## src/rtl/sctl_pkg.sv

```systemverilog
package sctl_pkg;

  // Position of the current rising edge inside a frame
  typedef enum logic [1:0] {
    PH_HDR  = 2'd0,
    PH_DATA = 2'd1,
    PH_END  = 2'd2
  } sctl_phase_e;

  // Header bit positions relative to the direction bit
  localparam int HDR_DIR_POS = 0;
  localparam int HDR_ADDR_POS = 1;

endpackage

```

## src/rtl/sctl_frame.sv

```systemverilog
module sctl_frame
  import sctl_pkg::*;
#(
  parameter int ADDR_W = 5,
  parameter int DATA_W = 8
) (
  input  logic              sclk,
  input  logic              rst,
  input  logic              cs_n,
  input  logic              sdi,
  output sctl_phase_e       phase,
  output logic              is_rd,
  output logic              rsv_bit,
  output logic [ADDR_W-1:0] addr,
  output logic              ld_stb,
  output logic              wr_stb,
  output logic [DATA_W-1:0] wr_data
);

  localparam int HDR_W     = ADDR_W + 3;
  localparam int FRAME_LEN = HDR_W + DATA_W;
  localparam int CNT_W     = $clog2(FRAME_LEN + 1);
  localparam logic [CNT_W-1:0] CNT_HDR_END  = CNT_W'(HDR_W);
  localparam logic [CNT_W-1:0] CNT_LAST_HDR = CNT_W'(HDR_W - 1);
  localparam logic [CNT_W-1:0] CNT_LAST     = CNT_W'(FRAME_LEN - 1);
  localparam logic [CNT_W-1:0] CNT_DONE     = CNT_W'(FRAME_LEN);

  logic [CNT_W-1:0]  cnt;
  logic [HDR_W-1:0]  hdr;
  logic [DATA_W-1:0] dsh;

  // Bit counter; chip select high clears it without a clock
  always_ff @(posedge sclk or posedge cs_n) begin
    if (cs_n) begin
      cnt <= '0;
    end else if (rst) begin
      cnt <= '0;
    end else if (cnt != CNT_DONE) begin
      cnt <= cnt + 1'b1;
    end
  end

  // Header and write-data capture
  always_ff @(posedge sclk) begin
    if (rst) begin
      hdr <= '0;
      dsh <= '0;
    end else if (!cs_n) begin
      if (cnt < CNT_HDR_END) begin
        hdr[cnt] <= sdi;
      end else if (cnt != CNT_DONE) begin
        dsh <= {sdi, dsh[DATA_W-1:1]};
      end
    end
  end

  always_comb begin
    if (cnt < CNT_HDR_END) begin
      phase = PH_HDR;
    end else if (cnt != CNT_DONE) begin
      phase = PH_DATA;
    end else begin
      phase = PH_END;
    end
  end

  assign is_rd   = hdr[HDR_DIR_POS];
  assign addr    = hdr[HDR_ADDR_POS +: ADDR_W];
  assign rsv_bit = hdr[HDR_ADDR_POS + ADDR_W];
  assign ld_stb  = !cs_n && !rst && (cnt == CNT_LAST_HDR);
  assign wr_stb  = !cs_n && !rst && (cnt == CNT_LAST) && !hdr[HDR_DIR_POS];
  assign wr_data = {sdi, dsh[DATA_W-1:1]};

  // a commit strobe never lasts more than one edge
  a_r2_single_commit: assert property (@(posedge sclk) disable iff (rst || cs_n)
    wr_stb |=> !wr_stb);

  // counter never runs past the end of the frame
  a_r8_cnt_bounded: assert property (@(posedge sclk) disable iff (rst)
    cnt <= CNT_DONE);

endmodule

```

## src/rtl/sctl_regbank.sv

```systemverilog
module sctl_regbank #(
  parameter int NCH      = 3,
  parameter int ADDR_W   = 5,
  parameter int DATA_W   = 8,
  parameter int CFG_W    = 5,
  parameter int STRIDE   = 8,
  parameter int CFG_OFS  = 6,
  parameter int STAT_OFS = 7
) (
  input  logic              sclk,
  input  logic              rst,
  input  logic              wr_stb,
  input  logic              rsv_bit,
  input  logic [ADDR_W-1:0] addr,
  input  logic [DATA_W-1:0] wr_data,
  input  logic [NCH-1:0]    stat_i,
  output logic [DATA_W-1:0] rd_word,
  output logic [NCH*CFG_W-1:0] cfg_o
);

  logic [NCH-1:0]             hit_cfg;
  logic [NCH-1:0]             hit_stat;
  logic [NCH-1:0][DATA_W-1:0] part;

  for (genvar c = 0; c < NCH; c++) begin : g_ch
    localparam logic [ADDR_W-1:0] A_CFG  = ADDR_W'(c * STRIDE + CFG_OFS);
    localparam logic [ADDR_W-1:0] A_STAT = ADDR_W'(c * STRIDE + STAT_OFS);

    logic [CFG_W-1:0] q;

    assign hit_cfg[c]  = (addr == A_CFG);
    assign hit_stat[c] = (addr == A_STAT);

    always_ff @(posedge sclk) begin
      if (rst) begin
        q <= '0;
      end else if (wr_stb && !rsv_bit && hit_cfg[c]) begin
        q <= wr_data[CFG_W-1:0];
      end
    end

    assign cfg_o[c*CFG_W +: CFG_W] = q;

    always_comb begin
      part[c] = '0;
      if (hit_cfg[c]) begin
        part[c][CFG_W-1:0] = q;
      end else if (hit_stat[c]) begin
        part[c][0] = stat_i[c];
      end
    end
  end

  always_comb begin
    rd_word = '0;
    if (!rsv_bit) begin
      for (int c = 0; c < NCH; c++) begin
        rd_word = rd_word | part[c];
      end
    end
  end

  // reserved bit set blocks every register update
  a_r5_rsv_blocks_write: assert property (@(posedge sclk) disable iff (rst)
    (wr_stb && rsv_bit) |=> $stable(cfg_o));

  // writes that miss every configuration address change nothing
  a_r7_miss_holds: assert property (@(posedge sclk) disable iff (rst)
    (wr_stb && !(|hit_cfg)) |=> $stable(cfg_o));

  // registers change only on a commit
  a_r2_hold_idle: assert property (@(posedge sclk) disable iff (rst)
    !wr_stb |=> $stable(cfg_o));

  // status reads carry at most bit 0
  a_r3_status_d0_only: assert property (@(posedge sclk) disable iff (rst)
    (|hit_stat) |-> ($countones(rd_word[DATA_W-1:1]) == 0));

endmodule

```

## src/rtl/sctl_shift_out.sv

```systemverilog
module sctl_shift_out
  import sctl_pkg::*;
#(
  parameter int DATA_W = 8
) (
  input  logic              sclk,
  input  logic              rst,
  input  logic              cs_n,
  input  sctl_phase_e       phase,
  input  logic              is_rd,
  input  logic              ld_stb,
  input  logic [DATA_W-1:0] rd_word,
  output logic              sdo,
  output logic              sdo_oe
);

  logic [DATA_W-1:0] sh;
  logic              drive;

  assign drive = is_rd && (phase == PH_DATA);

  // Load at the last header edge, advance on each data edge
  always_ff @(posedge sclk) begin
    if (rst) begin
      sh <= '0;
    end else if (ld_stb) begin
      sh <= rd_word;
    end else if (!cs_n && phase == PH_DATA) begin
      sh <= {1'b0, sh[DATA_W-1:1]};
    end
  end

  // Launch on falling edges; chip select high releases the pad at once
  always_ff @(negedge sclk or posedge cs_n) begin
    if (cs_n) begin
      sdo    <= 1'b0;
      sdo_oe <= 1'b0;
    end else if (rst) begin
      sdo    <= 1'b0;
      sdo_oe <= 1'b0;
    end else begin
      sdo_oe <= drive;
      sdo    <= drive ? sh[0] : 1'b0;
    end
  end

  // no drive during the header
  a_r4_quiet_header: assert property (@(posedge sclk) disable iff (rst || cs_n)
    (phase == PH_HDR) |-> !sdo_oe);

  // an idle select never drives
  a_r8_idle_released: assert property (@(posedge sclk) disable iff (rst)
    cs_n |-> !sdo_oe);

  // a write frame never drives
  a_r4_write_quiet: assert property (@(posedge sclk) disable iff (rst || cs_n)
    (phase != PH_HDR && !is_rd) |-> !sdo_oe);

endmodule

```

## src/rtl/sctl_port.sv

```systemverilog
module sctl_port
  import sctl_pkg::*;
#(
  parameter int NCH      = 3,
  parameter int ADDR_W   = 5,
  parameter int DATA_W   = 8,
  parameter int CFG_W    = 5,
  parameter int STRIDE   = 8,
  parameter int CFG_OFS  = 6,
  parameter int STAT_OFS = 7
) (
  input  logic                 sclk,
  input  logic                 rst,
  input  logic                 cs_n,
  input  logic                 sdi,
  input  logic [NCH-1:0]       stat_i,
  output logic                 sdo,
  output logic                 sdo_oe,
  output logic [NCH*CFG_W-1:0] cfg_o
);

  sctl_phase_e       phase;
  logic              is_rd;
  logic              rsv_bit;
  logic [ADDR_W-1:0] addr;
  logic              ld_stb;
  logic              wr_stb;
  logic [DATA_W-1:0] wr_data;
  logic [DATA_W-1:0] rd_word;

  sctl_frame #(
    .ADDR_W (ADDR_W),
    .DATA_W (DATA_W)
  ) frame_i (
    .sclk    (sclk),
    .rst     (rst),
    .cs_n    (cs_n),
    .sdi     (sdi),
    .phase   (phase),
    .is_rd   (is_rd),
    .rsv_bit (rsv_bit),
    .addr    (addr),
    .ld_stb  (ld_stb),
    .wr_stb  (wr_stb),
    .wr_data (wr_data)
  );

  sctl_regbank #(
    .NCH      (NCH),
    .ADDR_W   (ADDR_W),
    .DATA_W   (DATA_W),
    .CFG_W    (CFG_W),
    .STRIDE   (STRIDE),
    .CFG_OFS  (CFG_OFS),
    .STAT_OFS (STAT_OFS)
  ) bank_i (
    .sclk    (sclk),
    .rst     (rst),
    .wr_stb  (wr_stb),
    .rsv_bit (rsv_bit),
    .addr    (addr),
    .wr_data (wr_data),
    .stat_i  (stat_i),
    .rd_word (rd_word),
    .cfg_o   (cfg_o)
  );

  sctl_shift_out #(
    .DATA_W (DATA_W)
  ) out_i (
    .sclk    (sclk),
    .rst     (rst),
    .cs_n    (cs_n),
    .phase   (phase),
    .is_rd   (is_rd),
    .ld_stb  (ld_stb),
    .rd_word (rd_word),
    .sdo     (sdo),
    .sdo_oe  (sdo_oe)
  );

  // reset leaves every configuration register cleared
  a_r9_reset_clears: assert property (@(posedge sclk)
    rst |=> (cfg_o == '0));

endmodule

```

## config.mk

```make
export PLATFORM = sky130hd
export DESIGN_NAME = sctl_port
export DESIGN_NICKNAME = d
export VERILOG_FILES = /design/src/rtl/sctl_pkg.sv /design/src/rtl/sctl_frame.sv /design/src/rtl/sctl_regbank.sv /design/src/rtl/sctl_shift_out.sv /design/src/rtl/sctl_port.sv
export SDC_FILE = /design/constraint.sdc
export NUM_CORES = 1
export LEC_CHECK = 0
export BUFFER_PORTS_ARGS = -buffer_cell sky130_fd_sc_hd__buf_2
export CAP_MARGIN = 20
export CORE_MARGIN = 2
export CORE_UTILIZATION = 55
export DETAILED_ROUTE_END_ITERATION = 10
export HOLD_SLACK_MARGIN = 0.15
export PLACE_DENSITY = 0.86
export SLEW_MARGIN = 20
export SYNTH_ARGS = -nofsm -noshare
export SYNTH_HDL_FRONTEND = slang
export SYNTH_SLANG_ARGS = --single-unit
```

## constraint.sdc

```tcl
create_clock -name sclk -period 2.6 [get_ports sclk]
set_clock_uncertainty 0.05 [all_clocks]
set_input_delay 0.26 -clock sclk [delete_from_list [all_inputs] [get_ports sclk]]
set_output_delay 0.26 -clock sclk [all_outputs]
set_load 0.02 [all_outputs]
```

==> results of run 1 <==
## cells in the mapped netlist, types with 2 or more instances
cell	count	area (um^2)
sky130_fd_sc_hd__a21oi_1	9	45.0
sky130_fd_sc_hd__a221oi_2	3	45.0
sky130_fd_sc_hd__and2_1	4	25.0
sky130_fd_sc_hd__buf_2	2	10.0
sky130_fd_sc_hd__clkbuf_1	6	22.5
sky130_fd_sc_hd__dfrtn_1	2	50.1
sky130_fd_sc_hd__dfrtp_1	5	125
sky130_fd_sc_hd__dfxtp_1	34	681
sky130_fd_sc_hd__ha_1	3	37.5
sky130_fd_sc_hd__inv_1	6	22.5
sky130_fd_sc_hd__inv_2	2	7.51
sky130_fd_sc_hd__mux2i_1	30	300
sky130_fd_sc_hd__nand2_1	15	56.3
sky130_fd_sc_hd__nand2b_1	2	12.5
sky130_fd_sc_hd__nand3_1	11	55.1
sky130_fd_sc_hd__nor2_1	32	120
sky130_fd_sc_hd__nor2b_1	6	37.5
sky130_fd_sc_hd__nor3_1	3	15.0
sky130_fd_sc_hd__nor4b_2	2	30.0
sky130_fd_sc_hd__o21ai_0	8	40.0
sky130_fd_sc_hd__o22ai_1	2	12.5
sky130_fd_sc_hd__xnor2_1	2	17.5
## final timing paths
path | end | slack, ns | cells past startpoint
worst max-delay path | out_i.sdo | 0.08 | 6
worst min-delay path | frame_i.hdr[1] | 0.16 | 3
worst max register to register | out_i.sdo | 0.08 | 6
worst min register to register | out_i.sh[1] | 0.42 | 2
max in group asynchronous | out_i.sdo | 0.74 | 3
min in group asynchronous | frame_i.cnt[3] | 0.36 | 3
## power breakdown
part	internal (mW)	total, mW	switching [mW]	leakage, nW
Sequential	0.637	0.645	0.00727	0.369
Clock	0.230	0.454	0.224	0.0488
Combinational	0.0345	0.0872	0.0527	0.629
Total	0.901	1.19	0.284	1.05
## kinds of logic (layout without fill, tap and decap cells)
| group | count (synthesis) | after routing | share of synthesized area |
|---|---|---|---|
| AND/OR/NAND/NOR | 86 | 86 | 0.241 |
| flip-flops | 41 | 41 | 0.444 |
| multiplexers | 30 | 30 | 0.156 |
| AO/OA/AOI/OAI | 24 | 24 | 0.0830 |
| buffers and inverters | 19 | 48 | 0.0441 |
| adder cells (fa/ha/maj) | 3 | 3 | 0.0195 |
| XOR/XNOR | 3 | 3 | 0.0136 |
## registers in the layout, summed over array words and instances, names as in the netlist
name,cells
frame_i.dsh,7
out_i.sdo_oe,1
bank_i.g_ch.q,15
frame_i.cnt,5
out_i.sdo,1
frame_i.hdr,7
out_i.sh,5
## timing repair
action                                  in CTS  in global routing
setup buffers                                0                  0
resized for setup                            0                  0
hold endpoints to repair                     5                  0
hold buffers                                 1                  0
endpoints found under the setup margin       0                  1
## area by class of cell
cell class | count | area (um^2)
sequential | 41 | 856
tap | 46 | 57.6
fill | 292 | 1130
clock inverter | 2 | 36.3
clock buffer | 6 | 51.3
timing repair buffer | 32 | 185
multi-input combinational | 146 | 1020
inverter | 8 | 30.0
## layer usage
layer / part of all wire / GRT usage
met1: 0.48 / 0.274
met2: 0.48 / 0.356
met3: 0.033 / 0.0589
met4: 0.0098 / 0.0679
met5: 0 / 0
## worst max-delay path: stages (launching register included)
cell and delay [ns]:
sky130_fd_sc_hd__dfrtp_1 0.42, sky130_fd_sc_hd__inv_2 0.08, sky130_fd_sc_hd__ha_4 0.13, sky130_fd_sc_hd__nand2b_4 0.06
sky130_fd_sc_hd__nor3_4 0.13, sky130_fd_sc_hd__nor3_2 0.06, sky130_fd_sc_hd__and2_1 0.13
==> results.ini, run 1 <==
[global_routing]
maximum_number_of_pins_on_one_net_before_global_route_repair = 43
grt_antenna_before_repair = 0
grt_pass1_vias = 1462
globalRoute.totalOverflow = 0
grt_first_pass_wirelength_um = 6750
globalRouteTotalUtil = 0.215

[drt]
finalWirelength_um = 3990
wire_per_inst_um = 14.2
route.detailed.vias_per_inst = 5.40
drc_errors = 0
remaining_antenna_violation_count = 0
drt_pre_antenna_iters = 4
via_count = 1518
drt_iter0_drc = 58

[logic_synthesis]
yosys.cell_types.count = 39
number_of_instances_in_the_synthesized_netlist = 206
post_synth_edffs = 0
synth-async-reset-ratio = 0.171
ff_latch_count_synth = 41
share_of_synthesized_area_occupied_by_flip_flops_and_latches = 0.444
dominantRegCellSynth = sky130_fd_sc_hd__dfxtp_1
ys.warnings.count = 0
synthesis.area_um2 = 1930
synth.net_count = 216
syn_avg_cell_area_um2 = 9.37

[placed_design]
postPlaceCellArea_um2 = 2140
detailedPlace.worstSlack_ns = 0.0667
dp.cells = 272
finalWeightedCongestion = 0.819
hpwl_um = 2730
placement.io_buffers = 23

[sta]
grt_setup_unrepaired = false
relSlewSlack = 0.646
report.final.slew_viol_count = 0
timing.final.setup_violations = 0
timing_worst_slew_pin_value_ns = 0.529
fin_ws_ns = 0.0841
totalNegativeSetupSlack_ns = 0
hold-worst-slack_ns = 0.162
hold_violations = 0

[clock_network]
clk_root_buffer_cell = sky130_fd_sc_hd__clkbuf_4
numCtsBuffers = 5
clkLatencyLatePin_ns = 0.36
clock_tree.htree_level_count = 2
cts.sinks = 41
longest_clk_path_bufs = 2
clock_tree_from_tritoncts = yes
clk_transition_reported_paths_ns = 0.12

[setup_path]
crit_path_end_kind = flop
crit_type = reg2reg
worstPathArrival_ns = 1.37
r2r-start = frame_i.cnt[1]
startpoint_types = flop
crit_required_ns = 1.45
cp-startpoint = frame_i.cnt[1]
crit_fanout = 2

[layout]
mostFrequentLayoutCell = sky130_fd_sc_hd__dfxtp_1
post_route_cells_drive_above_1_share = 0.243
finish.cell_count_without_fillers = 281
insertedDiodeCount = 0
postLayoutCellArea_um2 = 2240
commonest_cells_after_routing_fill_and_taps_aside = sky130_fd_sc_hd__dfxtp_1 (34), sky130_fd_sc_hd__nor2_1 (32), sky130_fd_sc_hd__mux2i_1 (30)
nNetsFinal = 244
layout.core_utilization = 0.665
area_growth_from_synthesis_to_final_layout_pct = 15.9

[floorplanning]
die_h_um = 63.2
die_x_um = 63.2
floorplan.die_area_um2 = 4000
core-area_um2 = 3360
io-pin-count = 24
initial_core_utilization = 0.574
number_of_rows_in_the_core_area = 21

[worst_hold_path]
hp-start = sdi
min-delay-path-class = in2reg

[pwr]
p_leak_nw = 1.05
power.total_mw = 1.19
vdd_ir_drop_max_mv = 0.414
power.density_nw_per_um2 = 530

[outcome]
run_status = finished clean

[run]
max_cap_violations = 0

Note: power is estimated with default switching activity, not from simulation.
==> inputs of run 2 (changes only) <==
--- a/config.mk
+++ b/config.mk
@@ -9,3 +9,2 @@
 export CAP_MARGIN = 20
-export CORE_MARGIN = 2
 export CORE_UTILIZATION = 55
--- a/constraint.sdc
+++ b/constraint.sdc
@@ -4,2 +4,2 @@
 set_output_delay 0.26 -clock sclk [all_outputs]
-set_load 0.02 [all_outputs]
+set_load 0.05 [all_outputs]
==> run 2 against run 1 <==
Against the previous run: sequential share of layout area is 0.28 points higher; final cell count stayed put; design area is 0.73% lower; largest power group unchanged; total power is 9.5% lower; register-to-register slack hardly changed; global-route usage is 1.2 points higher; sequential cell count stayed put; highest routed layer unchanged; non-clock buffer count stayed put; hold slack better by 0.0068 ns; die area is 6.2% lower; combinational power is 1% higher; setup slack worse by 0.019 ns.
==> results.ini, run 2 (same netlist as run 1, synthesis figures left out) <==
[outcome]
run_status = finished clean

[placed_design]
dp.cells = 272  ; unchanged
placement.io_buffers = 23  ; unchanged
hpwl_um = 2740  ; +0.49%
finalWeightedCongestion = 0.774  ; -5.6%
detailedPlace.worstSlack_ns = 0.0633  ; -0.00345 ns
postPlaceCellArea_um2 = 2140  ; unchanged

[layout]
layout.core_utilization = 0.665  ; about the same
fillCellCount = 265  ; -9.2%
finish.cell_count_without_fillers = 281  ; unchanged
mostFrequentLayoutCell = sky130_fd_sc_hd__dfxtp_1
register_cell_area_after_layout_um2 = 856  ; unchanged
insertedDiodeCount = 0  ; unchanged
commonest_cells_after_routing_fill_and_taps_aside = sky130_fd_sc_hd__dfxtp_1 (34), sky130_fd_sc_hd__nor2_1 (32), sky130_fd_sc_hd__mux2i_1 (30)
largest_register = bank_i.g_ch.q
nNetsFinal = 244  ; unchanged
number_of_flip_flops_under_the_largest_register_name = 15  ; unchanged
post_route_cells_drive_above_1_share = 0.243  ; unchanged
area_growth_from_synthesis_to_final_layout_pct = 15.0
postLayoutCellArea_um2 = 2220  ; -0.73%
biggestRegsByFlops = bank_i.g_ch.q: 15 flops, frame_i.dsh: 7 flops, frame_i.hdr: 7 flops
combined_area_of_the_multi_input_logic_cells_um2 = 1020  ; unchanged

[setup_path]
worstPathBufferInverterCount = 1  ; unchanged
worstPathArrival_ns = 2.22  ; +0.85 ns
crit_path_cell_trace = buf_6
critical_path.max_stage_delay_ns = 0.43  ; about the same
crit_path_end_kind = output port
crit_type = reg2out
crit_path_top_delay_cell = sky130_fd_sc_hd__dfrtn_1
startpoint_types = flop
crit_required_ns = 2.29  ; +0.84 ns
crit_fanout = 1  ; -1
critical-path-top-delay-family = flip-flops

[sta]
timing.final.setup_violations = 0  ; unchanged
fin_ws_ns = 0.0655  ; -0.0186 ns
timing_worst_slew_pin_value_ns = 0.533  ; +0.00334 ns
report.final.slew_viol_count = 0  ; unchanged
grt_setup_unrepaired = true
relSlewSlack = 0.644  ; -0.00223
hold_violations = 0  ; unchanged

[global_routing]
grt_first_pass_wirelength_um = 6110  ; -9.5%
grt_pass1_vias = 1347  ; -7.9%
maximum_number_of_pins_on_one_net_before_global_route_repair = 43  ; unchanged
globalRouteTotalUtil = 0.227  ; +0.0115
grt_antenna_before_repair = 0  ; unchanged
globalRoute.totalOverflow = 0  ; unchanged

[drt]
drc_errors = 0  ; unchanged
wire_per_inst_um = 13.6  ; -4.3%
finalWirelength_um = 3820  ; -4.3%
via_count = 1492  ; -1.7%
route.detailed.vias_per_inst = 5.31  ; -1.7%
remaining_antenna_violation_count = 0  ; unchanged
drt_iter0_drc = 86  ; +48%
drt_pre_antenna_iters = 4  ; unchanged

[clock_network]
numCtsBuffers = 5  ; unchanged
cts.sinks = 41  ; unchanged
post-cts-setup-buffers = 0  ; unchanged
clk_root_buffer_cell = sky130_fd_sc_hd__clkbuf_4
longest_clk_path_bufs = 2  ; unchanged
clk_transition_reported_paths_ns = 0.13  ; about the same
clock_tree.htree_level_count = 2  ; unchanged
clkLatencyLatePin_ns = 0.36  ; about the same
clock_tree_from_tritoncts = yes

[pwr]
power.density_nw_per_um2 = 483  ; -8.8%
p_leak_nw = 1.03  ; -1.5%
vdd_ir_drop_max_mv = 0.353  ; -15%
power.total_mw = 1.07  ; -9.5%

[run]
max_cap_violations = 0  ; unchanged

[floorplanning]
core-area_um2 = 3340  ; -0.78%
die_x_um = 61.2  ; -3.2%
die_h_um = 61.2  ; -3.2%
number_of_rows_in_the_core_area = 21  ; unchanged
initial_core_utilization = 0.578  ; +0.00452
floorplan.die_area_um2 = 3750  ; -6.2%
io-pin-count = 24  ; unchanged

[worst_hold_path]
min-delay-path-class = in2reg

run 2: cell type report:
class | count | share of cell area
repair buffers | 32 | 0.0874
clock inverters | 3 | 0.0113
multi-input cells | 146 | 0.459
inverters | 8 | 0.0135
flip-flops and latches | 41 | 0.386
well taps | 46 | 0.0259
clock buffers | 5 | 0.0169
run 2: metrics by stage:
step                setup TNS [ns]  hold WS [ns]
floorplan                  -0.0606       -0.0168
global placement                 0         0.201
detailed placement               0         0.202
CTS                              0         0.159
global route               -0.0156         0.168
finish                           0         0.169
run 2: routing by layer:
layer	GRT usage	up-vias	share of wire
met4	0.0714	0	0.010
met5	0	-	0
li1	-	760	-
met2	0.352	34	0.46
met3	0.0714	7	0.037
met1	0.302	691	0.49
run 2: worst min-delay path: stages:
cell                      delay (ns)
sky130_fd_sc_hd__buf_2          0.15
sky130_fd_sc_hd__nand3_1        0.08
sky130_fd_sc_hd__a21oi_1        0.05
run 2: power breakdown:
part           total [mW]  switching (mW)  internal [mW]
clock               0.340           0.228          0.112
combinational      0.0883          0.0534         0.0349
sequential          0.644         0.00660          0.638
total                1.07           0.288          0.784
run 2: worst paths after layout:
check	cells past startpoint	to	slack, ns	from
max reg2reg	6	out_i.sdo	0.08	frame_i.cnt[0]
min in group asynchronous	3	frame_i.cnt[4]	0.36	cs_n
max	1	sdo	0.07	out_i.sdo
max in group asynchronous	3	out_i.sdo	0.74	cs_n
min reg2reg	2	out_i.sh[2]	0.42	out_i.sh[2]
min	3	frame_i.hdr[2]	0.17	sdi
run 2: timing repair:
item,4_1_cts,5_1_grt
hold buffers,1,0
pin swaps,0,1
setup endpoints to repair,2,2
resized for setup,2,1
hold endpoints to repair,5,0
